===== src/rtl/fseq_pkg.sv =====
package fseq_pkg;

   typedef enum logic [1:0] {
      KIND_READ  = 2'd0,
      KIND_PROG  = 2'd1,
      KIND_ERASE = 2'd2
   } kind_e;

   typedef enum logic [1:0] {
      OP_READ     = 2'd0,
      OP_PROG     = 2'd1,
      OP_ERASE_SM = 2'd2,
      OP_ERASE_LG = 2'd3
   } op_e;

   typedef enum logic [2:0] {
      ST_OK      = 3'd0,
      ST_ALIGN   = 3'd1,
      ST_CFG     = 3'd2,
      ST_TIMEOUT = 3'd3,
      ST_ENGINE  = 3'd4
   } status_e;

   localparam int unsigned GRAN_4K  = 4096;
   localparam int unsigned GRAN_32K = 32768;
   localparam int unsigned GRAN_64K = 65536;

endpackage


===== src/rtl/fseq_erase_cfg.sv =====
module fseq_erase_cfg #(
   parameter int AW = 32
) (
   input  logic [AW-1:0] small_raw,
   input  logic [AW-1:0] large_raw,
   output logic [AW-1:0] small_sz,
   output logic [AW-1:0] large_sz,
   output logic          cfg_bad
);
   import fseq_pkg::*;

   logic [AW-1:0] raw_v  [2];
   logic [AW-1:0] good_v [2];

   assign raw_v[0] = small_raw;
   assign raw_v[1] = large_raw;

   for (genvar g = 0; g < 2; g++) begin : g_gran
      always_comb begin
         if (raw_v[g] == AW'(GRAN_4K) || raw_v[g] == AW'(GRAN_32K) ||
             raw_v[g] == AW'(GRAN_64K))
            good_v[g] = raw_v[g];
         else
            good_v[g] = '0;
      end
   end

   assign small_sz = good_v[0];
   assign large_sz = good_v[1];
   assign cfg_bad  = (good_v[0] == '0 && good_v[1] == '0) ||
                     (good_v[1] != '0 && good_v[0] > good_v[1]);

endmodule


===== src/rtl/fseq_chunk_plan.sv =====
module fseq_chunk_plan #(
   parameter int AW         = 32,
   parameter int LENW       = 17,
   parameter int BUF_BYTES  = 256,
   parameter int PAGE_BYTES = 256
) (
   input  fseq_pkg::kind_e kind,
   input  logic [AW-1:0]   addr,
   input  logic [AW-1:0]   rem,
   input  logic [AW-1:0]   small_sz,
   input  logic [AW-1:0]   large_sz,
   output logic [LENW-1:0] len,
   output fseq_pkg::op_e   op,
   output logic            align_err
);
   import fseq_pkg::*;

   localparam logic [AW-1:0] PAGE_W = AW'(PAGE_BYTES);
   localparam logic [AW-1:0] PMASK  = AW'(PAGE_BYTES - 1);
   localparam logic [AW-1:0] BUF_W  = AW'(BUF_BYTES);

   logic [AW-1:0] room, pick, combo;

   always_comb begin
      room      = PAGE_W - (addr & PMASK);
      combo     = addr | rem;
      pick      = '0;
      op        = OP_READ;
      align_err = 1'b0;
      case (kind)
         KIND_PROG: begin
            op   = OP_PROG;
            pick = (rem < room) ? rem : room;
         end
         KIND_ERASE: begin
            if (large_sz != '0 && (combo & (large_sz - AW'(1))) == '0) begin
               op   = OP_ERASE_LG;
               pick = large_sz;
            end else if (small_sz != '0 && (combo & (small_sz - AW'(1))) == '0) begin
               op   = OP_ERASE_SM;
               pick = small_sz;
            end else begin
               align_err = 1'b1;
            end
         end
         default: begin
            op   = OP_READ;
            pick = (rem < BUF_W) ? rem : BUF_W;
         end
      endcase
      len = LENW'(pick);
   end

endmodule


===== src/rtl/fseq_poll_timer.sv =====
module fseq_poll_timer #(
   parameter int POLL_IVL  = 20000,
   parameter int MAX_POLLS = 10000
) (
   input  logic clk,
   input  logic rst_n,
   input  logic clear,
   input  logic run,
   output logic tick,
   output logic last_poll
);
   localparam int PW = $clog2(MAX_POLLS + 1);

   logic [PW-1:0] polls_q;

   if (POLL_IVL == 1) begin : g_every
      assign tick = run;
   end else begin : g_count
      localparam int IW = $clog2(POLL_IVL);
      logic [IW-1:0] ivl_q;
      assign tick = run && (ivl_q == IW'(POLL_IVL - 1));
      always_ff @(posedge clk or negedge rst_n) begin
         if (!rst_n)      ivl_q <= '0;
         else if (clear)  ivl_q <= '0;
         else if (run)    ivl_q <= tick ? '0 : ivl_q + IW'(1);
      end
   end

   assign last_poll = tick && (polls_q == PW'(MAX_POLLS - 1));

   always_ff @(posedge clk or negedge rst_n) begin
      if (!rst_n)                  polls_q <= '0;
      else if (clear)              polls_q <= '0;
      else if (tick && !last_poll) polls_q <= polls_q + PW'(1);
   end

endmodule


===== src/rtl/flash_chunk_seq.sv =====
module flash_chunk_seq #(
   parameter int AW         = 32,
   parameter int LENW       = 17,
   parameter int BUF_BYTES  = 256,
   parameter int PAGE_BYTES = 256,
   parameter int POLL_IVL   = 20000,
   parameter int MAX_POLLS  = 10000
) (
   input  logic            clk,
   input  logic            rst_n,
   input  logic            req_valid,
   input  logic [1:0]      req_kind,
   input  logic [AW-1:0]   req_addr,
   input  logic [AW-1:0]   req_size,
   input  logic [AW-1:0]   small_erase_size,
   input  logic [AW-1:0]   large_erase_size,
   output logic            req_ready,
   output logic            chunk_start,
   output logic [AW-1:0]   chunk_addr,
   output logic [1:0]      chunk_op,
   output logic [LENW-1:0] chunk_len,
   input  logic            eng_done,
   input  logic            eng_err,
   output logic            seq_done,
   output logic [2:0]      seq_status
);
   import fseq_pkg::*;

   if (AW < 17) begin : g_bad_aw
      $error("AW must hold a 64 KiB erase granule");
   end
   if (LENW < 17 || BUF_BYTES > (1 << (LENW - 1))) begin : g_bad_lenw
      $error("LENW too narrow for chunk lengths");
   end
   if (PAGE_BYTES < 1 || (PAGE_BYTES & (PAGE_BYTES - 1)) != 0) begin : g_bad_page
      $error("PAGE_BYTES must be a power of two");
   end
   if (BUF_BYTES < 1 || POLL_IVL < 1 || MAX_POLLS < 1) begin : g_bad_cnt
      $error("BUF_BYTES, POLL_IVL and MAX_POLLS must be positive");
   end

   typedef enum logic [1:0] {S_IDLE, S_STEP, S_WAIT} state_e;

   state_e          state_q;
   kind_e           kind_q;
   logic [AW-1:0]   addr_q, rem_q, sm_q, lg_q;
   logic            cfg_bad_q;
   logic [AW-1:0]   sm_v, lg_v;
   logic            cfg_bad_v;
   logic [LENW-1:0] plan_len;
   op_e             plan_op;
   logic            plan_err;
   logic            tick, last_poll;
   logic            start_q, done_q;
   logic [AW-1:0]   caddr_q;
   logic [1:0]      cop_q;
   logic [LENW-1:0] clen_q;
   status_e         status_q;

   fseq_erase_cfg #(.AW(AW)) u_cfg (
      .small_raw (small_erase_size),
      .large_raw (large_erase_size),
      .small_sz  (sm_v),
      .large_sz  (lg_v),
      .cfg_bad   (cfg_bad_v)
   );

   fseq_chunk_plan #(
      .AW(AW), .LENW(LENW), .BUF_BYTES(BUF_BYTES), .PAGE_BYTES(PAGE_BYTES)
   ) u_plan (
      .kind      (kind_q),
      .addr      (addr_q),
      .rem       (rem_q),
      .small_sz  (sm_q),
      .large_sz  (lg_q),
      .len       (plan_len),
      .op        (plan_op),
      .align_err (plan_err)
   );

   fseq_poll_timer #(.POLL_IVL(POLL_IVL), .MAX_POLLS(MAX_POLLS)) u_poll (
      .clk       (clk),
      .rst_n     (rst_n),
      .clear     (state_q == S_STEP),
      .run       (state_q == S_WAIT),
      .tick      (tick),
      .last_poll (last_poll)
   );

   always_ff @(posedge clk or negedge rst_n) begin
      if (!rst_n) begin
         state_q   <= S_IDLE;
         kind_q    <= KIND_READ;
         addr_q    <= '0;
         rem_q     <= '0;
         sm_q      <= '0;
         lg_q      <= '0;
         cfg_bad_q <= 1'b0;
         start_q   <= 1'b0;
         done_q    <= 1'b0;
         caddr_q   <= '0;
         cop_q     <= '0;
         clen_q    <= '0;
         status_q  <= ST_OK;
      end else begin
         start_q <= 1'b0;
         done_q  <= 1'b0;
         case (state_q)
            S_IDLE: begin
               if (req_valid) begin
                  kind_q    <= kind_e'(req_kind);
                  addr_q    <= req_addr;
                  rem_q     <= req_size;
                  sm_q      <= sm_v;
                  lg_q      <= lg_v;
                  cfg_bad_q <= cfg_bad_v;
                  state_q   <= S_STEP;
               end
            end
            S_STEP: begin
               if (kind_q == KIND_ERASE && cfg_bad_q) begin
                  done_q   <= 1'b1;
                  status_q <= ST_CFG;
                  state_q  <= S_IDLE;
               end else if (rem_q == '0) begin
                  done_q   <= 1'b1;
                  status_q <= ST_OK;
                  state_q  <= S_IDLE;
               end else if (plan_err) begin
                  done_q   <= 1'b1;
                  status_q <= ST_ALIGN;
                  state_q  <= S_IDLE;
               end else begin
                  caddr_q <= addr_q;
                  cop_q   <= plan_op;
                  clen_q  <= plan_len;
                  start_q <= 1'b1;
                  state_q <= S_WAIT;
               end
            end
            S_WAIT: begin
               if (tick) begin
                  if (eng_done && eng_err) begin
                     done_q   <= 1'b1;
                     status_q <= ST_ENGINE;
                     state_q  <= S_IDLE;
                  end else if (eng_done) begin
                     addr_q  <= addr_q + AW'(clen_q);
                     rem_q   <= rem_q - AW'(clen_q);
                     state_q <= S_STEP;
                  end else if (last_poll) begin
                     done_q   <= 1'b1;
                     status_q <= ST_TIMEOUT;
                     state_q  <= S_IDLE;
                  end
               end
            end
            default: state_q <= S_IDLE;
         endcase
      end
   end

   assign req_ready   = (state_q == S_IDLE);
   assign chunk_start = start_q;
   assign chunk_addr  = caddr_q;
   assign chunk_op    = cop_q;
   assign chunk_len   = clen_q;
   assign seq_done    = done_q;
   assign seq_status  = status_q;

endmodule


===== config.mk =====
export PLATFORM = sky130hd
export DESIGN_NAME = flash_chunk_seq
export DESIGN_NICKNAME = d
export VERILOG_FILES = /design/src/rtl/fseq_pkg.sv /design/src/rtl/fseq_erase_cfg.sv /design/src/rtl/fseq_chunk_plan.sv /design/src/rtl/fseq_poll_timer.sv /design/src/rtl/flash_chunk_seq.sv
export SDC_FILE = /design/constraint.sdc
export NUM_CORES = 1
export LEC_CHECK = 0
export BUFFER_PORTS_ARGS = -buffer_cell sky130_fd_sc_hd__buf_2
export CAP_MARGIN = 10
export CORE_MARGIN = 1.5
export CORE_UTILIZATION = 62
export CTS_BUF_LIST = sky130_fd_sc_hd__clkbuf_4
export CTS_CLUSTER_SIZE = 8
export DETAILED_ROUTE_END_ITERATION = 7
export GPL_TIMING_DRIVEN = 0
export PLACE_DENSITY = 0.88
export SLEW_MARGIN = 30
export SYNTH_ARGS = -nofsm -noshare
export SYNTH_HDL_FRONTEND = slang
export SYNTH_SLANG_ARGS = --single-unit

===== constraint.sdc =====
create_clock -name clk -period 10.8 [get_ports clk]
set_clock_uncertainty 0.05 [all_clocks]
set_input_delay 2.16 -clock clk [delete_from_list [all_inputs] [get_ports clk]]
set_output_delay 2.16 -clock clk [all_outputs]
set_load 0.1 [all_outputs]

==> results.json, run 1 <==
{
  "outcome": "finished with violations",
  "violations": "DRC",
  "critPathKind": "register to register",
  "num_io_pins": 192,
  "synthTopCellsByCount": "218 x dfrtp_1, 139 x nand2_1, 138 x nor2_1, 103 x o21ai_0, 96 x a21oi_1",
  "gp_congestion": 0.9701,
  "grt_max_degree": 87,
  "worstHoldPathType": "register to register",
  "fin_tns_setup_ns": 0,
  "finalCritPeriodShare": 0.4781,
  "ys_ff_latch": 218,
  "ys_async_sr_fraction": 1.000,
  "final_antenna_net_count": 0,
  "nets": 2105,
  "rsz0062_at_grt": "false",
  "synthFlopType": "dfrtp_1",
  "fin_cells": 2209,
  "max_cap_violations": 0,
  "fillers": 1673,
  "synth_warnings": 0,
  "cts_resized": 0,
  "postCtsHoldBufs": 0,
  "endpoint_kind": "register",
  "grtUsageTotal": 0.3639,
  "place_ws_ns": 5.356,
  "dp.cells": 2110,
  "arrival_ns": 5.67,
  "rows": 55,
  "cts_tree": "yes",
  "fin_util": 0.7313,
  "vias": 13830,
  "area_delta_synth_final_pct": 16.05,
  "clockRootBuffer": "clkbuf_4",
  "hold_ws_ns": 0.4244,
  "grt_pass1_wl_um": 68810,
  "r2r_cells": 15,
  "seq_area_frac_synth": 0.3824,
  "htree_num_levels": 2,
  "peakVddDrop_uv": 67.26,
  "fp.coreArea_um2": 22640,
  "die_area_um2": 23930,
  "worst_slew_pin_slew_ns": 0.9630,
  "postCtsSetupRepairBufs": 0,
  "start_util": 0.6302,
  "drc": 1,
  "layout_setup_ws_ns": 5.636,
  "clk_pin_slew_worst_paths_ns": 0.07,
  "critical_path.max_fanout": 10,
  "port_buffers": 190,
  "synth-edff-count": 0,
  "cts_max_path_buffers": 3,
  "power.density_nw_per_um2": 96.33,
  "drtIter0Drc": 1229,
  "synth_most_common_cell": "dfrtp_1",
  "synthCells": 1576,
  "start_kind": "register",
  "die_y_um": 154.7,
  "grt_pass1_vias": 13830,
  "first_pass_iters": 8,
  "cp_data_required_time_ns": 11.30,
  "dp_hpwl_um": 32710,
  "min_path_cells": 2,
  "finalHoldViolCount": 0,
  "synth.largest_area_cell": "dfrtp_1",
  "die_w_um": 154.7,
  "avgViaCountPerCell": 6.261,
  "wirelength_um": 42870,
  "synth_top_area_frac": 0.3824,
  "slew_headroom": 0.3580,
  "period_needed_ns": 5.164,
  "wl_per_cell_um": 19.41,
  "drive_above_1_share": 0.1779,
  "clk_latency_ns": 0.69,
  "numCtsBuffers": 55,
  "antenna_found_initial": 2,
  "p_leak_nw": 8.021,
  "setup_viol": 0,
  "slew_violations": 0,
  "syn-cell-area_um2": 14270,
  "max_freq_mhz": 193.7,
  "synthDistinctLibCells": 79,
  "avgSynthCellArea_um2": 9.053,
  "grt_overflow": 0,
  "numClockSinks": 218,
  "synth_area_leaders": "dfrtp_1 38%, ha_1 7.5%, nand2_1 3.7%, nor2_1 3.6%, o21ai_0 3.6%"
}
[power by group]
group          switching, W  internal [W]  total [W]
Combinational     0.0000458     0.0000336  0.0000793
Clock              0.000346      0.000353   0.000699
Sequential      0.000000325      0.000817   0.000817
[cells by family after synthesis]
kind of cell / synth area share
XOR/XNOR: 0.05893
multiplexers: 0.04683
flip-flops: 0.3824
adder cells (fa/ha/maj): 0.07823
buffers and inverters: 0.03464
other: 0.0005264
AO/OA/AOI/OAI: 0.1815
AND/OR/NAND/NOR: 0.2170
[routing by layer]
metal,wire (um),vias to the layer above,GRT usage,part of all wire
met5,0,-,0,0
met4,2314,0,0.2001,0.054
met3,4094,156,0.06669,0.096
met2,19590,771,0.5879,0.46
met1,16860,6528,0.4646,0.39
li1,-,6375,-,-
[cells in the final DEF, fill, tap and decap left out, types with 15 or more instances in the layout]
master | Yosys | routed
nor4_1 | 46 | 46
clkbuf_4 | 0 | 77
dfrtp_1 | 218 | 218
o21ai_0 | 103 | 103
mux2_4 | 15 | 15
and2_1 | 59 | 59
mux2i_1 | 24 | 24
xnor2_1 | 52 | 52
xor2_1 | 44 | 44
buf_2 | 2 | 192
conb_1 | 2 | 58
a2bb2oi_1 | 20 | 20
nor3_1 | 43 | 43
nand2b_1 | 15 | 15
inv_1 | 50 | 50
o22ai_1 | 30 | 30
a21o_1 | 15 | 15
clkbuf_1 | 57 | 57
nand3_1 | 39 | 39
nand2_1 | 139 | 139
nor2_1 | 138 | 138
nand4_1 | 30 | 30
mux2_2 | 18 | 18
ha_1 | 86 | 86
a21oi_1 | 96 | 96
[critical path: stages (launching register included)]
cell,delay [ns]
dfrtp_1,0.44
inv_1,0.11
ha_1,0.14
clkbuf_1,0.35
nor3b_1,0.28
xnor2_1,0.16
o221ai_1,0.15
a2111oi_0,0.81
o211ai_1,0.20
or4_1,0.53
or4_4,0.64
a31o_1,0.35
buf_6,0.21
buf_6,0.16
a221oi_1,0.38
a21oi_1,0.09
[worst paths after layout]
kind	slack (ns)	to	from
max	5.64	chunk_len[14]	sm_q[0]
max in group asynchronous	8.53	u_poll.polls_q[7]	rst_n
min reg2reg	0.42	chunk_addr[22]	chunk_addr[22]
min in group asynchronous	1.35	addr_q[4]	rst_n
min	0.42	chunk_addr[22]	chunk_addr[22]
max reg2reg	5.64	chunk_len[14]	sm_q[0]
[state kept, by name, summed over array words and instances, names as in the netlist, 2 cells and up]
| signal | count |
|---|---|
| seq_status | 3 |
| sm_q | 32 |
| chunk_op | 2 |
| chunk_addr | 32 |
| kind_q | 2 |
| rem_q | 32 |
| chunk_len | 17 |
| u_poll.polls_q | 14 |
| lg_q | 32 |
| state_q | 2 |
| u_poll.g_count.ivl_q | 15 |
| addr_q | 32 |
[final cells by class]
| type | count | area, um2 | share of cell area |
|---|---|---|---|
| multi-input cells | 1294 | 8537 | 0.5156 |
| flip-flops and latches | 218 | 5455 | 0.3295 |
| repair buffers | 193 | 1021 | 0.06166 |
| clock buffers | 77 | 578.1 | 0.03491 |
| well taps | 285 | 356.6 | 0.02154 |
| plain buffers | 69 | 302.8 | 0.01829 |
| inverters | 51 | 191.4 | 0.01156 |
| clock inverters | 20 | 110.1 | 0.006650 |
| diodes | 2 | 5.005 | 0.0003023 |
[stage by stage]
step	area [um2]	total power, W
floorplan	14480	0.0008594
detailed placement	15860	0.0009070
global route	16560	0.001658
CTS	16550	0.001598
global placement	15790	0.0009037
finish	16560	0.001595
Power figures use the tool's default switching activity.
==> inputs of run 2 (changes only) <==
--- a/config.mk
+++ b/config.mk
@@ -8,12 +8,12 @@
 export BUFFER_PORTS_ARGS = -buffer_cell sky130_fd_sc_hd__buf_2
 export CAP_MARGIN = 10
 export CORE_MARGIN = 1.5
-export CORE_UTILIZATION = 62
+export CORE_UTILIZATION = 61
 export CTS_BUF_LIST = sky130_fd_sc_hd__clkbuf_4
 export CTS_CLUSTER_SIZE = 8
 export DETAILED_ROUTE_END_ITERATION = 7
 export GPL_TIMING_DRIVEN = 0
-export PLACE_DENSITY = 0.88
+export PLACE_DENSITY = 0.87
 export SLEW_MARGIN = 30
 export SYNTH_ARGS = -nofsm -noshare
 export SYNTH_HDL_FRONTEND = slang
==> constraint.sdc (replaced) <==
create_clock -name clk -period 4.9 [get_ports clk]
set_clock_uncertainty 0.05 [all_clocks]
set_input_delay 0.98 -clock clk [delete_from_list [all_inputs] [get_ports clk]]
set_output_delay 0.98 -clock clk [all_outputs]
set_load 0.1 [all_outputs]
==> run 2 against run 1 <==
The run now ends clean. Global-route usage fell by 1.1 points. Clock power increased by 130%. Maximum frequency rose by 7.9%. Final area is 0.63% higher. Critical path depth decreased by 3. Hold slack got worse by 0.28 ns. Non-clock buffer count decreased by 1. Cell count increased by 1.7%. Routed wire length decreased by 0.14%. First-iteration DRC count down 6.7%. Sequential share of layout area shrank 0.21 points. Largest cell class unchanged.
==> results.json, run 2 (same netlist as run 1, synthesis figures left out) <==
{
  "drc": 0,
  "dp_hpwl_um": 32790,
  "critPathKind": "register to register",
  "p_leak_nw": 8.041,
  "start_util": 0.6264,
  "p_sw_w": 0.0009111,
  "final_antenna_net_count": 0,
  "peakVddDrop_uv": 135.2,
  "numClockSinks": 218,
  "dpl_cell_area_um2": 15900,
  "p_comb_frac": 0.049,
  "fin_cells": 2246,
  "rsz0062_at_grt": "false",
  "worst_slew_pin_slew_ns": 0.9851,
  "grt_pass1_wl_um": 67090,
  "rows": 55,
  "slew_violations": 0,
  "clk_pin_slew_worst_paths_ns": 0.07,
  "drive_above_1_share": 0.1801,
  "nets": 2107,
  "p_seq_frac": 0.505,
  "final_common_cell": "dfrtp_1",
  "grt_overflow": 0,
  "grt_max_degree": 85,
  "switching_share": 0.2554,
  "start_kind": "register",
  "slew_headroom": 0.3263,
  "drtIter0Drc": 1147,
  "die_y_um": 155.9,
  "outcome": "completed",
  "clkPwrFrac": 0.447,
  "die_w_um": 155.9,
  "power_w": 0.003567,
  "die_area_um2": 24320,
  "vias": 13900,
  "cp_data_required_time_ns": 5.38,
  "hold_ws_ns": 0.1493,
  "clk_latency_ns": 0.72,
  "postCtsSetupRepairBufs": 0,
  "numCtsBuffers": 58,
  "power.density_nw_per_um2": 214.1,
  "period_needed_ns": 4.784,
  "finalCritPeriodShare": 0.9762,
  "grt_pass1_vias": 13500,
  "htree_num_levels": 2,
  "avgViaCountPerCell": 6.187,
  "endpoint_kind": "register",
  "clockRootBuffer": "clkbuf_4",
  "grtUsageTotal": 0.3526,
  "fin_tns_setup_ns": 0,
  "cts_max_path_buffers": 3,
  "port_buffers": 190,
  "max_freq_mhz": 209.0,
  "first_pass_iters": 7,
  "fp.coreArea_um2": 22780,
  "finalHoldViolCount": 0,
  "cts_tree": "yes",
  "wirelength_um": 42810,
  "dp.cells": 2138,
  "worstHoldPathType": "primary input to async pin",
  "critical_path.max_fanout": 10,
  "max_cap_violations": 0,
  "final_area_um2": 16660,
  "wl_per_cell_um": 19.06,
  "p_int_w": 0.002656,
  "setup_viol": 0,
  "arrival_ns": 5.26,
  "area_delta_synth_final_pct": 16.78,
  "mostFrequentLayoutCells": "218 x dfrtp_1, 192 x buf_2, 139 x nand2_1",
  "num_io_pins": 192,
  "antenna_found_initial": 1,
  "gp_congestion": 0.9810
}
[run 2: routing by layer]
layer	GRT usage	part of all wire	up-vias
met5	0	0	-
met4	0.1678	0.040	0
met3	0.08056	0.11	146
met2	0.5795	0.46	824
met1	0.4405	0.38	6546
li1	-	-	6379
[run 2: metrics by stage]
stage	util	setup WS [ns]
2_1_floorplan	-	0.6992
3_3_place_gp	0.6945	-0.8490
3_5_place_dp	0.6980	-0.05246
4_1_cts	0.7305	0.1838
5_1_grt	0.7314	0.004294
6_report	0.7314	0.1164
[run 2: final timing paths]
check                           slack [ns]            from                      end  cells after the start
worst max-delay path                  0.12         sm_q[5]            chunk_addr[0]                     12
worst min-delay path                  0.15           rst_n                addr_q[4]                      1
worst max register to register        0.12         sm_q[5]            chunk_addr[0]                     12
worst min register to register        0.44  chunk_addr[19]           chunk_addr[19]                      2
max in group asynchronous             3.48           rst_n  u_poll.g_count.ivl_q[1]                      3
min in group clk                      0.44  chunk_addr[19]           chunk_addr[19]                      2
[run 2: critical path, cell delays in order, from the launching register on]
cell       delay [ns]
dfrtp_1          0.45
nor4_4           0.67
nand2_1          0.22
xnor2_1          0.19
a2111oi_2        0.60
o211ai_1         0.16
or4_1            0.50
or4_4            0.64
a31o_1           0.35
buf_6            0.20
clkbuf_1         0.32
nand2_1          0.15
o21ai_0          0.10
[run 2: power by group through the flow]
| stage | Combinational [W] | Clock (W) | Sequential (W) |
|---|---|---|---|
| 2_1_floorplan | 0.0000530 | 0 | 0.00184 |
| 3_3_place_gp | 0.000157 | 0 | 0.00183 |
| 3_5_place_dp | 0.000165 | 0 | 0.00183 |
| 4_1_cts | 0.000165 | 0.00161 | 0.00180 |
| 5_1_grt | 0.000197 | 0.00171 | 0.00180 |
| 6_report | 0.000174 | 0.00159 | 0.00180 |
[run 2: repair_timing]
action                     4_1_cts  5_1_grt
setup endpoints to repair        6        6
hold buffers                     0        0
gates resized for setup          1        3
pin swaps                        0        1
[run 2: layout make-up]
type	count	area [um2]
Antenna cell	1	2.502
Buffer	68	299.0
Clock buffer	75	563.0
Clock inverter	33	172.7
Fill cell	1716	6117
Inverter	51	191.4
Multi-Input combinational cell	1294	8564
Sequential cell	218	5455
Tap cell	313	391.6
Timing Repair Buffer	193	1021
